==> src/rtl/sfbit_pkg.sv <==
package sfbit_pkg;

    localparam int unsigned STATUS_W = 8;
    localparam int unsigned T_POS    = 6;

    typedef enum logic [2:0] {
        OP_NONE,
        OP_FLAG,
        OP_BLD,
        OP_BST,
        OP_BAD
    } op_kind_e;

    typedef struct packed {
        op_kind_e    kind;
        logic        clear;
        logic [2:0]  flag_sel;
        logic [4:0]  reg_idx;
        logic [2:0]  bit_idx;
    } dec_t;

    typedef struct packed {
        logic [STATUS_W-1:0] status;
        logic                illegal;
    } state_t;

endpackage

==> src/rtl/sfbit_decode.sv <==
module sfbit_decode
    import sfbit_pkg::*;
(
    input  logic [15:0] instr_i,
    input  logic        valid_i,
    output dec_t        dec_o
);

    logic is_flag;
    logic is_bld;
    logic is_bst;

    always_comb begin
        is_flag = (instr_i[15:8] == 8'h94) && (instr_i[3:0] == 4'h8);
        is_bld  = (instr_i[15:9] == 7'b1111100) && !instr_i[3];
        is_bst  = (instr_i[15:9] == 7'b1111101);

        dec_o          = '0;
        dec_o.clear    = instr_i[7];
        dec_o.flag_sel = instr_i[6:4];
        dec_o.reg_idx  = instr_i[8:4];
        dec_o.bit_idx  = instr_i[2:0];

        if (!valid_i)      dec_o.kind = OP_NONE;
        else if (is_flag)  dec_o.kind = OP_FLAG;
        else if (is_bld)   dec_o.kind = OP_BLD;
        else if (is_bst)   dec_o.kind = OP_BST;
        else               dec_o.kind = OP_BAD;
    end

endmodule

==> src/rtl/sfbit_regs.sv <==
module sfbit_regs #(
    parameter  int unsigned N  = 32,
    parameter  int unsigned W  = 8,
    localparam int unsigned AW = $clog2(N)
) (
    input  logic          clk_i,
    input  logic          rst_i,
    input  logic          we_i,
    input  logic [AW-1:0] waddr_i,
    input  logic [W-1:0]  wdata_i,
    input  logic [AW-1:0] raddr_a_i,
    output logic [W-1:0]  rdata_a_o,
    input  logic [AW-1:0] raddr_b_i,
    output logic [W-1:0]  rdata_b_o
);

    logic [W-1:0] mem_q [N];
    logic [W-1:0] mem_d [N];

    for (genvar g = 0; g < N; g++) begin : g_entry
        always_comb begin
            mem_d[g] = mem_q[g];
            if (we_i && (waddr_i == AW'(g))) begin
                mem_d[g] = wdata_i;
            end
        end

        always_ff @(posedge clk_i) begin
            if (rst_i) mem_q[g] <= '0;
            else       mem_q[g] <= mem_d[g];
        end
    end

    assign rdata_a_o = mem_q[raddr_a_i];
    assign rdata_b_o = mem_q[raddr_b_i];


    write_lands_chk: assert property (@(posedge clk_i) disable iff (rst_i)
        we_i |=> mem_q[$past(waddr_i)] == $past(wdata_i));

endmodule

==> src/rtl/sfbit_unit.sv <==
module sfbit_unit
    import sfbit_pkg::*;
#(
    parameter  int unsigned NREGS = 32,
    parameter  int unsigned REG_W = 8,
    localparam int unsigned AW    = $clog2(NREGS),
    localparam int unsigned BW    = $clog2(REG_W)
) (
    input  logic                clk_i,
    input  logic                rst_i,
    input  logic [15:0]         instr_i,
    input  logic                instr_valid_i,
    input  logic [AW-1:0]       dbg_addr_i,
    output logic [REG_W-1:0]    dbg_data_o,
    output logic [STATUS_W-1:0] status_o,
    output logic                illegal_o
);

    dec_t             dec;
    state_t           st_d;
    state_t           st_q;
    logic             rf_we;
    logic [REG_W-1:0] rf_wdata;
    logic [REG_W-1:0] rf_rdata;
    logic [AW-1:0]    op_reg;
    logic [BW-1:0]    op_bit;

    sfbit_decode i_decode (
        .instr_i (instr_i),
        .valid_i (instr_valid_i),
        .dec_o   (dec)
    );

    assign op_reg = AW'(dec.reg_idx);
    assign op_bit = BW'(dec.bit_idx);

    sfbit_regs #(
        .N (NREGS),
        .W (REG_W)
    ) i_regs (
        .clk_i     (clk_i),
        .rst_i     (rst_i),
        .we_i      (rf_we),
        .waddr_i   (op_reg),
        .wdata_i   (rf_wdata),
        .raddr_a_i (op_reg),
        .rdata_a_o (rf_rdata),
        .raddr_b_i (dbg_addr_i),
        .rdata_b_o (dbg_data_o)
    );

    always_comb begin
        st_d         = st_q;
        st_d.illegal = 1'b0;
        rf_we        = 1'b0;
        rf_wdata     = rf_rdata;
        unique case (dec.kind)
            OP_FLAG: st_d.status[dec.flag_sel] = ~dec.clear;
            OP_BLD: begin
                rf_we            = 1'b1;
                rf_wdata[op_bit] = st_q.status[T_POS];
            end
            OP_BST:  st_d.status[T_POS] = rf_rdata[op_bit];
            OP_BAD:  st_d.illegal = 1'b1;
            default: ;
        endcase
    end

    always_ff @(posedge clk_i) begin
        if (rst_i) st_q <= '0;
        else       st_q <= st_d;
    end

    assign status_o  = st_q.status;
    assign illegal_o = st_q.illegal;


    illegal_keeps_status_chk: assert property (@(posedge clk_i) disable iff (rst_i)
        st_q.illegal |-> $stable(st_q.status));


    flag_neighbours_chk: assert property (@(posedge clk_i) disable iff (rst_i)
        (dec.kind == OP_FLAG) |=>
        (((st_q.status ^ $past(st_q.status)) & ~(8'h01 << $past(dec.flag_sel))) == 8'h00));


    flag_value_chk: assert property (@(posedge clk_i) disable iff (rst_i)
        (dec.kind == OP_FLAG) |=> (st_q.status[$past(dec.flag_sel)] == !$past(dec.clear)));


    store_to_t_chk: assert property (@(posedge clk_i) disable iff (rst_i)
        (dec.kind == OP_BST) |=> (st_q.status[T_POS] == $past(rf_rdata[op_bit])));


    idle_holds_chk: assert property (@(posedge clk_i) disable iff (rst_i)
        !instr_valid_i |=> ($stable(st_q.status) && !st_q.illegal));

endmodule

==> config.mk <==
export PLATFORM = sky130hd
export DESIGN_NAME = sfbit_unit
export DESIGN_NICKNAME = d
export VERILOG_FILES = /design/src/rtl/sfbit_pkg.sv /design/src/rtl/sfbit_decode.sv /design/src/rtl/sfbit_regs.sv /design/src/rtl/sfbit_unit.sv
export SDC_FILE = /design/constraint.sdc
export NUM_CORES = 1
export LEC_CHECK = 0
export BUFFER_PORTS_ARGS = -buffer_cell sky130_fd_sc_hd__buf_2
export CAP_MARGIN = 20
export CORE_UTILIZATION = 55
export CTS_CLUSTER_SIZE = 20
export DETAILED_ROUTE_END_ITERATION = 12
export HOLD_SLACK_MARGIN = 0.06
export PLACE_DENSITY = 0.72
export SYNTH_ARGS = -nofsm -noshare
export SYNTH_HDL_FRONTEND = slang
export SYNTH_SLANG_ARGS = --single-unit
==> constraint.sdc <==
create_clock -name clk_i -period 3.4 [get_ports clk_i]
set_clock_uncertainty 0.15 [all_clocks]
set_input_delay 0.34 -clock clk_i [delete_from_list [all_inputs] [get_ports clk_i]]
set_output_delay 0.34 -clock clk_i [all_outputs]
set_load 0.005 [all_outputs]
# Yosys cells after proc, flatten, opt, wreduce, memory -nomap -nowiden
# Memory sizes are Yosys's and may differ from the RTL's.
# Index checks and enable logic that the tools add are counted.
# word_totals
regBits	9
ram_bits	256
input_bits	24
out_inout_bits	17
elab_cells	266
memories	1
# memory_table
memory	words	word_bits	rd	rd_clocked_by_memory_dff	write_ports	line	source
i_regs.mem_q	32	8	2	0	32	sfbit_regs.sv:17	logic [W-1:0] mem_q [N];
# classes
order_cmp	4
eq_ne	71
n_mux	83
bitwise	33
n_reduce_logical	71
# ops
cell	count
$mux 8	65
$eq 5x5->1 const B	16
$reduce_and 2->1	32
$eq 5x4->1 const B	8
$logic_and 1x1->1	36
$ne 1x1->1 const B	32
$or 1x1->1	32
$eq 5x3->1 const B	4
$bwmux 8	2
$eq 7x7->1 const B	2
$mux 3	4
$eq 5x2->1 const B	2
$eq 8x8->1 const B	1
$lt 3x4->1 const B	2
$mux 1	8
$demux 1 s3	2
$eq 3x2->1 const B	2
$ge 3x1->1 const B	2
$eq 5x1->1 const B	1
$logic_not 5->1	1
$eq 4x4->1 const B	1
$bmux 1 s3	1
$eq 3x1->1 const B	1
$eq 3x3->1 const B	1
other kinds (4)	4

# Logic depth before layout (Yosys ltp)
# Gate-level depths: netlist (run 1).
# depth
ltp_word	11
mapped_depth	12
ltp_nobuf	7

# Modules after synthesis
# A second synthesis (run 1) with hierarchy kept.
# hier_totals
cells_unflattened	949
area_unflattened_um2	14845.5
# modules_own_cells
module	n_inst	cells_each	area_each_um2	seq_area_each_um2
sfbit_regs	1	858	14008.4	7687.4
sfbit_unit	1	67	653.1	180.2
sfbit_decode	1	24	183.9	0.0

# Worst setup path before layout (run 1)
# No wires, ideal clock.
# synth_path
path_type	in2out
start	in dbg_addr_i[0]
end	out dbg_data_o[0]
arrival_ps	2379
t_required_ps	2910
setup_slack_ps	531
path_stages	5
path_buffers	2
cell_sequence	buf_2 > buf_1 > mux4_2 > mux4_2 > mux2_2
# synth_via
elab_chain_cells	1
# synth_lines
element	line	source
start: declaration	sfbit_unit.sv:13	input logic [AW-1:0] dbg_addr_i,
$mem_v2 32x8	n/a	
end: declaration	sfbit_unit.sv:14	output logic [REG_W-1:0] dbg_data_o,
# Every way passes these cells.

==> implementation parameters, run 1 <==
Parameter                              Value

Logic synthesis
  Number of distinct library cells after synthesis ... 63
  Total standard cell area after synthesis ... 0.0143 mm2
  Area share of the largest cell type after synthesis ... 53.9%
  Commonest register cell after synthesis ... edfxtp_1
  Count of warnings emitted by yosys ... 0
  Number of flops mapped to enable cells by yosys ... 256
  Top cells by instance count after synthesis ... 292 x nor2_1, 256 x edfxtp_1, 110 x mux4_2
  Most area-hungry cell type in the Yosys netlist ... edfxtp_1
  Fraction of the mapped netlist area in simple logic gates ... 11.6%
  Total of flip-flops plus latches after synthesis ... 265
  Async S/R FF share, synth ... 0%
  Sequential share of the synthesized area ... 55.2%
  Arithmetic-cell share of the synthesized area counting full adders, half adders and majority gates ... 0%
  Synth Net Count ... 1080
  Dominant cells by area after synthesis ... edfxtp_1 54%, mux4_2 17%, nor2_1 7.7%, mux2i_1 3.4%, mux2_2 1.9%
  Post-synthesis compound-gate area fraction ... 5.80%
  Mapped Cells ... 1056
  Largest family of logic cells by synthesized area ... multiplexers
  Dominant cell by count in the synthesized netlist ... nor2_1
  Syn Area/Cell ... 13.5 um2
  Multiplexer share of the synthesized area ... 24.4%
  XOR/XNOR share of the synthesized area ... 0%

Global route
  Maximum number of pins on one net before global-route repair ... 65
  Busiest grt layer ... met2
  M2 GR Usage ... 50.4%
  Number of antenna violations at the first check in global routing ... 0
  First-pass GRT wire length ... 61700 um
  M1 GR Usage ... 45.4%
  GR met3 Demand/Resource ... 7.44%
  Total gr overflow ... 0
  Tot GR Track Use ... 32.5%
  Vias in the first global route ... 9643

Setup path
  FF-to-FF setup slack ... 0.46 ns
  Largest stage delay on the critical path ... 0.54 ns
  Slowest library cell on the worst path ... mux4_2
  Worst path arrival time ... 2.50 ns
  CP endpoint kind ... output port
  Data required time of the critical path ... 2.91 ns
  Critical path launch point ... i_regs.mem_q[14][3]
  CP Buf/Inv Count ... 1
  Reg-to-Reg Start ... i_regs.mem_q[18][4]
  Top fanout value on the critical path ... 2
  Critical Path Start Type ... register
  Class of the most critical setup path ... register to output port
  Most Frequent Cell on Critical Path ... mux4_2
  Crit-path leading delay family ... multiplexers
  Chain of cells forming the critical path ... mux4_2 > mux4_2 > mux2_2 > buf_2

Worst hold path
  Hold crit path type ... input port to register
  Hold Path Origin ... instr_i[1]

STA
  Max Clk Rate ... 335 MHz
  Final Worst Setup Slack ... 0.413 ns
  Actual slew at the worst max-slew pin ... 0.885 ns
  Total negative slack for setup checks ... 0 ns
  Max-slew headroom ... 41.0%
  Final critical delay including setup and external delays ... 2.99 ns
  RSZ-0062 raised after global routing ... no
  Final hold viol count ... 0
  Number of setup violations in the final report ... 0
  Final worst path period share ... 87.9%
  Number of pins exceeding their max-slew limit in the final report ... 0

Layout
  Fin util ... 63.0%
  Post-layout net count ... 1115
  Layout cells sized above 1 ... 24.7%
  Sequential cell area ... 0.00787 mm2
  Combined area of the multi-input logic cells ... 0.00600 mm2
  Fill cell count ... 1803
  Layout Cell Area excl Fill ... 0.0160 mm2
  Area growth from synthesis to layout ... 11.9%

Placed design
  Last weighted congestion value of the routability-driven placer ... 1.01
  DPL Wire Length ... 29100 um
  Number of port buffers ... 40
  Placed inst area ... 0.0151 mm2
  Post-placement worst setup slack ... 0.0993 ns

Drt
  Vias per cell ... 6.92
  Count of antenna-violating nets left after detailed routing ... 0
  Final routed wire length divided by cell count ... 29.2 um
  Pre-antenna DRT Iters ... 5
  Remaining DRCs ... 0
  Vias ... 9962
  Total Routed Length ... 42000 um
  1st-iter DRT viols ... 1324

Clocking
  Total clock buffers created by CTS ... 26
  CTS sink cnt ... 265
  Maximum root-to-sink buffer count ... 3
  Insertion delay to the later sink of the worst-skew pair ... 0.55 ns
  TritonCTS clock tree ... built
  Clock edge transition at the registers on the reported setup and hold paths ... 0.06 ns
  Post-CTS sizing ... 0
  H-tree levels ... 1
  CTS root buffer ... clkbuf_16

Die
  Die boundary width ... 163 um
  Cell row count ... 58
  Core region area ... 0.0253 mm2
  Die extent in y ... 163 um
  Starting Density ... 56.3%
  I/O pin total ... 41
  Die Area ... 0.0266 mm2

Outcome
  Outcome ... completed

Run
  Max-cap violation count ... 0

Power
  Largest vdd supply drop ... 0.322 mV
  Static leakage ... 5.93 nW
  Pwr per Cell Area ... 484 mW/mm2
==> flip-flops by register name, summed over array words and instances, names as in the netlist <==
signal        cells
i_regs.mem_q    256
status_o          8
illegal_o         1
==> final cells by class <==
cell class	instances	area share (%)
inverters	7	0.165
flip-flops and latches	265	49.3
clock buffers	29	4.28
diodes	1	0.0157
repair buffers	90	4.94
well taps	330	2.59
clock inverters	17	1.07
multi-input cells	701	37.6
==> per-layer routing <==
layer | up-vias | share of wire (%)
li1 | 4108 | -
met1 | 4946 | 37
met2 | 804 | 46
met3 | 104 | 13
met4 | 0 | 3.6
met5 | - | 0
==> tightest hold or removal path, cell delays in order <==
cell,delay (ns)
buf_2,0.16
nand4b_1,0.14
o211ai_1,0.08
==> where the power goes <==
part | internal, W | switching (W)
registers | 0.00367 | 0.0000602
clock network | 0.00168 | 0.00126
logic | 0.000425 | 0.000625
==> worst paths after layout <==
| path | endpoint | cells after the start |
|---|---|---|
| max | dbg_data_o[3] | 4 |
| min | status_o[6] | 3 |
| max reg2reg | i_regs.mem_q[13][4] | 8 |
| min reg2reg | status_o[7] | 2 |
==> cells in the final DEF, fill, tap and decap left out, types with 3 or more instances in the layout <==
master and n:
edfxtp_1 256, a31oi_4 4, nand2_1 49, mux2i_1 48, inv_6 3, a21o_1 32
clkinv_1 6, mux4_1 8, mux2_2 24, clkbuf_16 27, o21ai_0 7, nor3_1 14
a221o_1 3, nand2b_1 6, o21ai_1 4, inv_1 5, dfxtp_1 9, a21oi_1 8
o221ai_1 5, o22ai_1 4, clkinv_2 4, mux4_2 110, dlygate4sd3_1 3, buf_2 38
nor2b_1 9, and2_1 4, bufinv_16 3, nand3_1 10, a22oi_1 10, buf_4 33
nor2_1 292, buf_12 16, a221oi_1 4, a211oi_1 7
==> what timing repair did <==
action,CTS,global route
endpoints found under the setup margin,0,0
buffers inserted,0,0
hold buffers,3,0
endpoints found under the hold margin,2,0
==> cell families after synthesis <==
logic type	Yosys count
AND/OR/NAND/NOR	401
flip-flops	265
multiplexers	192
AO/OA/AOI/OAI	108
buffers and inverters	90
==> metrics by stage <==
stage               hold slack (ns)  std cells  total power, W
floorplan                     0.329       1056         0.00440
global placement              0.310       1390         0.00480
detailed placement            0.324       1390         0.00482
CTS                          0.0699       1439         0.00769
global route                 0.0987       1439         0.00788
finish                       0.0958       1440         0.00772
Power figures use the tool's default switching activity.
==> run 2: changes to the inputs <==
==> constraint.sdc (replaced) <==
create_clock -name clk_i -period 3.4 [get_ports clk_i]
set_clock_uncertainty 0.15 [all_clocks]
set_input_delay 0.17 -clock clk_i [delete_from_list [all_inputs] [get_ports clk_i]]
set_output_delay 0.17 -clock clk_i [all_outputs]
set_load 0.005 [all_outputs]
==> implementation parameters, run 2 (same netlist as run 1, synthesis figures left out) <==
Parameter                              Value

Outcome
  Outcome ... completed (unchanged)

Layout
  Post-layout net count ... 1115 (unchanged)
  Area growth from synthesis to layout ... 12.6% (was 11.9%)
  Fin util ... 63.4% (was 63.0%)
  Fill cell count ... 1869 (was 1803)
  Register bank with the most flops ... i_regs.mem_q (unchanged)
  Top library cells by usage in the layout, fill and taps aside ... 292 x nor2_1, 256 x edfxtp_1, 111 x mux4_2 (was 292 x nor2_1, 256 x edfxtp_1, 110 x mux4_2)
  Final standard cell count with taps included and fillers excluded ... 1442 (was 1440)
  Layout cells sized above 1 ... 24.6% (was 24.7%)
  Sequential cell area ... 0.00787 mm2 (unchanged)
  Most frequent standard cell in the layout excluding fill and tap cells ... nor2_1 (unchanged)
  Number of antenna repair diodes ... 0 (was 1)
  Flip-flop count of the largest register, all copies and words added ... 256 (unchanged)
  Combined area of the multi-input logic cells ... 0.00602 mm2 (was 0.00600 mm2)

Clocking
  Clock edge transition at the registers on the reported setup and hold paths ... 0.06 ns (about the same)
  Maximum root-to-sink buffer count ... 3 (unchanged)
  CTS sink cnt ... 265 (unchanged)
  TritonCTS clock tree ... built (unchanged)
  H-tree levels ... 1 (unchanged)
  Total clock buffers created by CTS ... 28 (was 26)
  CTS root buffer ... clkbuf_16 (unchanged)
  Insertion delay to the later sink of the worst-skew pair ... 0.56 ns (was 0.55 ns)

Power
  Internal power of the cells ... 0.00602 W (was 0.00578 W)
  Largest vdd supply drop ... 0.454 mV (was 0.322 mV)
  Comb power frac ... 12.9% (was 13.6%)
  Clock share of power ... 40.4% (was 38.0%)
  Pwr per Cell Area ... 499 mW/mm2 (was 484 mW/mm2)
  Sequential power share ... 46.7% (was 48.4%)
  Static leakage ... 5.97 nW (was 5.93 nW)
  Sw Ratio ... 24.8% (was 25.2%)
  Net Switching ... 0.00199 W (was 0.00194 W)

STA
  Final critical delay including setup and external delays ... 3.23 ns (was 2.99 ns)
  Max-slew headroom ... 44.2% (was 41.0%)
  Hold WS ... 0.101 ns (was 0.0958 ns)
  Actual slew at the worst max-slew pin ... 0.836 ns (was 0.885 ns)
  Final Worst Setup Slack ... 0.168 ns (was 0.413 ns)
  Number of pins exceeding their max-slew limit in the final report ... 0 (unchanged)
  Number of setup violations in the final report ... 0 (unchanged)
  RSZ-0062 raised after global routing ... no (unchanged)
  Final worst path period share ... 95.1% (was 87.9%)
  Max Clk Rate ... 309 MHz (was 335 MHz)
  Total negative slack for setup checks ... 0 ns (unchanged)
  Final hold viol count ... 0 (unchanged)

Worst hold path
  Hold crit path type ... input port to register (unchanged)
  Number of cells on the worst hold path ... 3 (unchanged)

Setup path
  Critical Path Start Type ... register (unchanged)
  Critical path depth in cells ... 8 (was 4)
  Slowest library cell on the worst path ... dlygate4sd3_1 (was mux4_2)
  Crit-path leading delay family ... multiplexers (unchanged)
  R2R depth ... 8 (unchanged)
  FF-to-FF setup slack ... 0.17 ns (was 0.46 ns)
  Chain of cells forming the critical path ... mux4_1 > mux4_2 > nand2_1 > o2111ai_1 > or2_1 > a41oi_1 > dlygate4sd3_1 > o211ai_1 (was mux4_2 > mux4_2 > mux2_2 > buf_2)
  Critical path launch point ... i_regs.mem_q[19][7] (was i_regs.mem_q[14][3])
  Class of the most critical setup path ... register to register (was register to output port)
  Largest stage delay on the critical path ... 0.57 ns (was 0.54 ns)
  Data required time of the critical path ... 3.67 ns (was 2.91 ns)
  R2R Path End ... status_o[6] (was i_regs.mem_q[13][4])
  CP Buf/Inv Count ... 1 (unchanged)
  Crit path capture ... status_o[6] (was dbg_data_o[3])
  Reg-to-Reg Start ... i_regs.mem_q[19][7] (was i_regs.mem_q[18][4])
  Top fanout value on the critical path ... 2 (unchanged)
  CP endpoint kind ... register (was output port)
  Worst path arrival time ... 3.50 ns (was 2.50 ns)

Global route
  Tot GR Track Use ... 32.8% (was 32.5%)
  Vias in the first global route ... 9748 (was 9643)
  Maximum number of pins on one net before global-route repair ... 44 (was 65)
  Number of antenna violations at the first check in global routing ... 0 (unchanged)
  First-pass GRT wire length ... 62600 um (was 61700 um)
  Total gr overflow ... 0 (unchanged)

Drt
  Final routed wire length divided by cell count ... 29.1 um (was 29.2 um)
  Remaining DRCs ... 0 (unchanged)
  Vias ... 9875 (was 9962)
  1st-iter DRT viols ... 1641 (was 1324)
  Count of antenna-violating nets left after detailed routing ... 0 (unchanged)
  Total Routed Length ... 42000 um (about the same)
  Pre-antenna DRT Iters ... 6 (was 5)
  Vias per cell ... 6.85 (was 6.92)

Placed design
  Post-placement worst setup slack ... 0.263 ns (was 0.0993 ns)
  Number of port buffers ... 40 (unchanged)
  DPL Wire Length ... 29200 um (was 29100 um)
  Placed cell count ... 1383 (was 1390)
  Last weighted congestion value of the routability-driven placer ... 0.956 (was 1.01)

Die
  Cell row count ... 58 (unchanged)
  I/O pin total ... 41 (unchanged)
  Core region area ... 0.0253 mm2 (unchanged)
  Die boundary width ... 163 um (unchanged)
  Die Area ... 0.0266 mm2 (unchanged)
  Starting Density ... 56.3% (unchanged)
  Die extent in y ... 163 um (unchanged)

Run
  Max-cap violation count ... 0 (unchanged)
## run 2: changes by cell type in the layout (fill, tap and decap cells not counted), moves of 3 or more
cell and change:
buf_4 -5, clkbuf_1 +4, dlygate4sd3_1 +4, inv_6 -3
## run 2: final cells by class
cell class / instances / share of cell area (%)
clock buffer: 35 / 4.66
clock inverter: 16 / 1.29
inverter: 7 / 0.164
multi-input combinational: 701 / 37.5
sequential: 265 / 49.0
tap: 330 / 2.57
timing repair buffer: 88 / 4.80
## run 2: through the flow
step	total power, W	instance area (um2)
floorplan	0.00440	14300
global route	0.00817	16100
detailed placement	0.00480	15000
finish	0.00801	16100
global placement	0.00478	15000
CTS	0.00797	16000
## run 2: worst min-delay path by stage
stage               slack (ns)     startpoint           to
floorplan                 0.19  instr_valid_i    illegal_o
global placement          0.32    status_o[7]  status_o[7]
detailed placement        0.34    status_o[0]  status_o[0]
CTS                       0.08     instr_i[6]  status_o[4]
global route              0.08     instr_i[6]  status_o[4]
finish                    0.10     instr_i[6]  status_o[4]
## run 2: metal layers
layer	GRT usage, %	wire, um	part of all wire [%]	vias up
met5	0	0	0	-
li1	-	-	-	4125
met2	51.6	19700	47	718
met1	46.8	16100	38	4953
met3	6.27	4980	12	79
met4	9.26	1130	2.7	0
## run 2: power groups by stage
stage / Combinational [W] / Sequential, W / Clock, W
2_1_floorplan: 0.000632 / 0.00377 / 0
3_5_place_dp: 0.000995 / 0.00380 / 0
4_1_cts: 0.00101 / 0.00373 / 0.00323
3_3_place_gp: 0.000987 / 0.00380 / 0
5_1_grt: 0.00107 / 0.00375 / 0.00335
6_report: 0.00103 / 0.00374 / 0.00324
## run 2: worst min-delay path, delay by kind of cell
| family | cells | cell delay [ns] |
|---|---|---|
| buf+inv | 1 | 0.21 |
| compound gates | 1 | 0.10 |
| simple gates | 1 | 0.26 |
## run 2: timing repair
| item | 4_1_cts | 5_1_grt |
|---|---|---|
| hold endpoints to repair | 9 | 1 |
| setup endpoints to repair | 0 | 1 |
| gates resized for setup | 0 | 5 |
| buffers inserted | 0 | 1 |
| hold buffers | 6 | 2 |
==> run 3: changes to the inputs <==
==> constraint.sdc (replaced) <==
create_clock -name clk_i -period 3.55 [get_ports clk_i]
set_clock_uncertainty 0.15 [all_clocks]
set_input_delay 0.1775 -clock clk_i [delete_from_list [all_inputs] [get_ports clk_i]]
set_output_delay 0.1775 -clock clk_i [all_outputs]
set_load 0.005 [all_outputs]
==> implementation parameters, run 3 (same netlist as run 1, synthesis figures left out) <==
Parameter                              Value

Die
  Cell row count ... 58 (unchanged)
  Core region area ... 0.0253 mm2 (unchanged)
  I/O pin total ... 41 (unchanged)
  Starting Density ... 56.3% (unchanged)
  Die extent in y ... 163 um (unchanged)
  Die boundary width ... 163 um (unchanged)
  Die Area ... 0.0266 mm2 (unchanged)

Clocking
  Maximum root-to-sink buffer count ... 3 (unchanged)
  CTS root buffer ... clkbuf_16 (unchanged)
  Insertion delay to the later sink of the worst-skew pair ... 0.54 ns (was 0.56 ns)
  H-tree levels ... 1 (unchanged)
  CTS sink cnt ... 265 (unchanged)
  Total clock buffers created by CTS ... 27 (was 28)
  TritonCTS clock tree ... built (unchanged)
  Post-CTS sizing ... 0 (unchanged)
  Clock edge transition at the registers on the reported setup and hold paths ... 0.06 ns (about the same)

Layout
  Flip-flop count of the largest register, all copies and words added ... 256 (unchanged)
  Fill cell count ... 1883 (was 1869)
  Register bank with the most flops ... i_regs.mem_q (unchanged)
  Area growth from synthesis to layout ... 11.2% (was 12.6%)
  Number of antenna repair diodes ... 0 (unchanged)
  Layout Cell Area excl Fill ... 0.0159 mm2 (was 0.0161 mm2)
  Most frequent standard cell in the layout excluding fill and tap cells ... nor2_1 (unchanged)
  Post-layout net count ... 1111 (was 1115)
  Layout cells sized above 1 ... 24.1% (was 24.6%)
  Top library cells by usage in the layout, fill and taps aside ... 292 x nor2_1, 256 x edfxtp_1, 110 x mux4_2 (was 292 x nor2_1, 256 x edfxtp_1, 111 x mux4_2)

Drt
  Remaining DRCs ... 0 (unchanged)
  Vias per cell ... 6.94 (was 6.85)
  Final routed wire length divided by cell count ... 28.8 um (was 29.1 um)
  Vias ... 9972 (was 9875)
  Total Routed Length ... 41400 um (was 42000 um)
  1st-iter DRT viols ... 1528 (was 1641)
  Count of antenna-violating nets left after detailed routing ... 0 (unchanged)
  Pre-antenna DRT Iters ... 6 (unchanged)

Power
  Final total power ... 0.00749 W (was 0.00801 W)
  Static leakage ... 5.89 nW (was 5.97 nW)
  Pwr per Cell Area ... 472 mW/mm2 (was 499 mW/mm2)
  Largest vdd supply drop ... 0.329 mV (was 0.454 mV)

Global route
  M1 GR Usage ... 46.9% (was 46.8%)
  Maximum number of pins on one net before global-route repair ... 65 (was 44)
  Vias in the first global route ... 9632 (was 9748)
  GR met3 Demand/Resource ... 5.79% (was 6.27%)
  Total gr overflow ... 0 (unchanged)
  First-pass GRT wire length ... 61900 um (was 62600 um)
  Number of antenna violations at the first check in global routing ... 0 (unchanged)
  Tot GR Track Use ... 32.3% (was 32.8%)
  Busiest grt layer ... met2 (unchanged)
  M2 GR Usage ... 50.5% (was 51.6%)

Setup path
  Crit-path leading delay family ... buffers and inverters (was multiplexers)
  CP endpoint kind ... register (unchanged)
  Top fanout value on the critical path ... 2 (unchanged)
  Largest stage delay on the critical path ... 0.57 ns (about the same)
  Worst path arrival time ... 3.68 ns (was 3.50 ns)
  Most Frequent Cell on Critical Path ... dlygate4sd3_1
  Critical Path Start Type ... register (unchanged)
  Class of the most critical setup path ... register to register (unchanged)
  FF-to-FF setup slack ... 0.14 ns (was 0.17 ns)
  Data required time of the critical path ... 3.82 ns (was 3.67 ns)
  CP Buf/Inv Count ... 2 (was 1)
  Chain of cells forming the critical path ... mux4_1 > mux2_2 > a221o_1 > o21ai_1 > mux2i_1 > nand4b_1 > dlygate4sd3_1 > o211ai_1 > dlygate4sd3_1 (was mux4_1 > mux4_2 > nand2_1 > o2111ai_1 > or2_1 > a41oi_1 > dlygate4sd3_1 > o211ai_1)
  Slowest library cell on the worst path ... dlygate4sd3_1 (unchanged)

STA
  Final hold viol count ... 0 (unchanged)
  Max-slew headroom ... 45.4% (was 44.2%)
  Actual slew at the worst max-slew pin ... 0.819 ns (was 0.836 ns)
  Number of setup violations in the final report ... 0 (unchanged)
  Final critical delay including setup and external delays ... 3.41 ns (was 3.23 ns)
  Max Clk Rate ... 293 MHz (was 309 MHz)
  RSZ-0062 raised after global routing ... no (unchanged)
  Total negative slack for setup checks ... 0 ns (unchanged)
  Number of pins exceeding their max-slew limit in the final report ... 0 (unchanged)
  Final worst path period share ... 96.1% (was 95.1%)

Placed design
  Placed inst area ... 0.0149 mm2 (was 0.0150 mm2)
  DPL Wire Length ... 28500 um (was 29200 um)
  Last weighted congestion value of the routability-driven placer ... 0.996 (was 0.956)
  Number of port buffers ... 40 (unchanged)

Worst hold path
  Hold crit path type ... input port to register (unchanged)

Run
  Max-cap violation count ... 0 (unchanged)

Outcome
  Outcome ... completed (unchanged)
==> run 3: routing by layer <==
layer	vias to the layer above	share of wire, %	wire, um
met1	4968	38	15700
met5	-	0	0
met2	772	46	19100
met4	0	3.3	1380
met3	113	13	5210
li1	4119	-	-
==> run 3: timing repair <==
| item | CTS | global route |
|---|---|---|
| hold buffers | 6 | 0 |
| buffers inserted | 0 | 0 |
| hold endpoints to repair | 9 | 0 |
==> run 3: final timing paths <==
check,start,end,cells after the start
hold reg to reg,status_o[0],status_o[0],2
hold / removal,instr_i[1],i_regs.mem_q[31][6],5
setup reg to reg,i_regs.mem_q[16][1],status_o[6],9
setup / recovery,i_regs.mem_q[16][1],status_o[6],9
==> run 3: power by group <==
part | total [W] | internal (W) | switching (W)
sequential | 0.00358 | 0.00352 | 0.0000571
combinational | 0.000974 | 0.000380 | 0.000594
clock | 0.00293 | 0.00173 | 0.00121
total | 0.00749 | 0.00563 | 0.00186
==> run 3: metrics by stage <==
step | utilization [%] | instances | hold slack, ns | worst slack (ns)
finish | 62.6 | 1437 | 0.219 | 0.138
global route | 62.6 | 1437 | 0.245 | 0.0660
CTS | 62.6 | 1437 | 0.219 | 0.181
detailed placement | 58.9 | 1382 | 0.339 | 0.342
global placement | 58.9 | 1382 | 0.319 | 0.407
floorplan | - | 1056 | 0.199 | 1.01
==> run 3: area by class of cell <==
class | count | area, um2 | share of cell area [%]
Clock buffer | 35 | 726 | 4.57
Clock inverter | 14 | 173 | 1.09
Inverter | 7 | 26.3 | 0.166
Multi-Input combinational cell | 701 | 6000 | 37.8
Sequential cell | 265 | 7870 | 49.6
Tap cell | 330 | 413 | 2.60
Timing Repair Buffer | 85 | 658 | 4.15
==> run 3: tightest hold or removal path, delay by kind of cell <==
kind,cells,cell delay [ns]
compound gates,1,0.11
simple gates,2,0.19
buf+inv,2,0.31
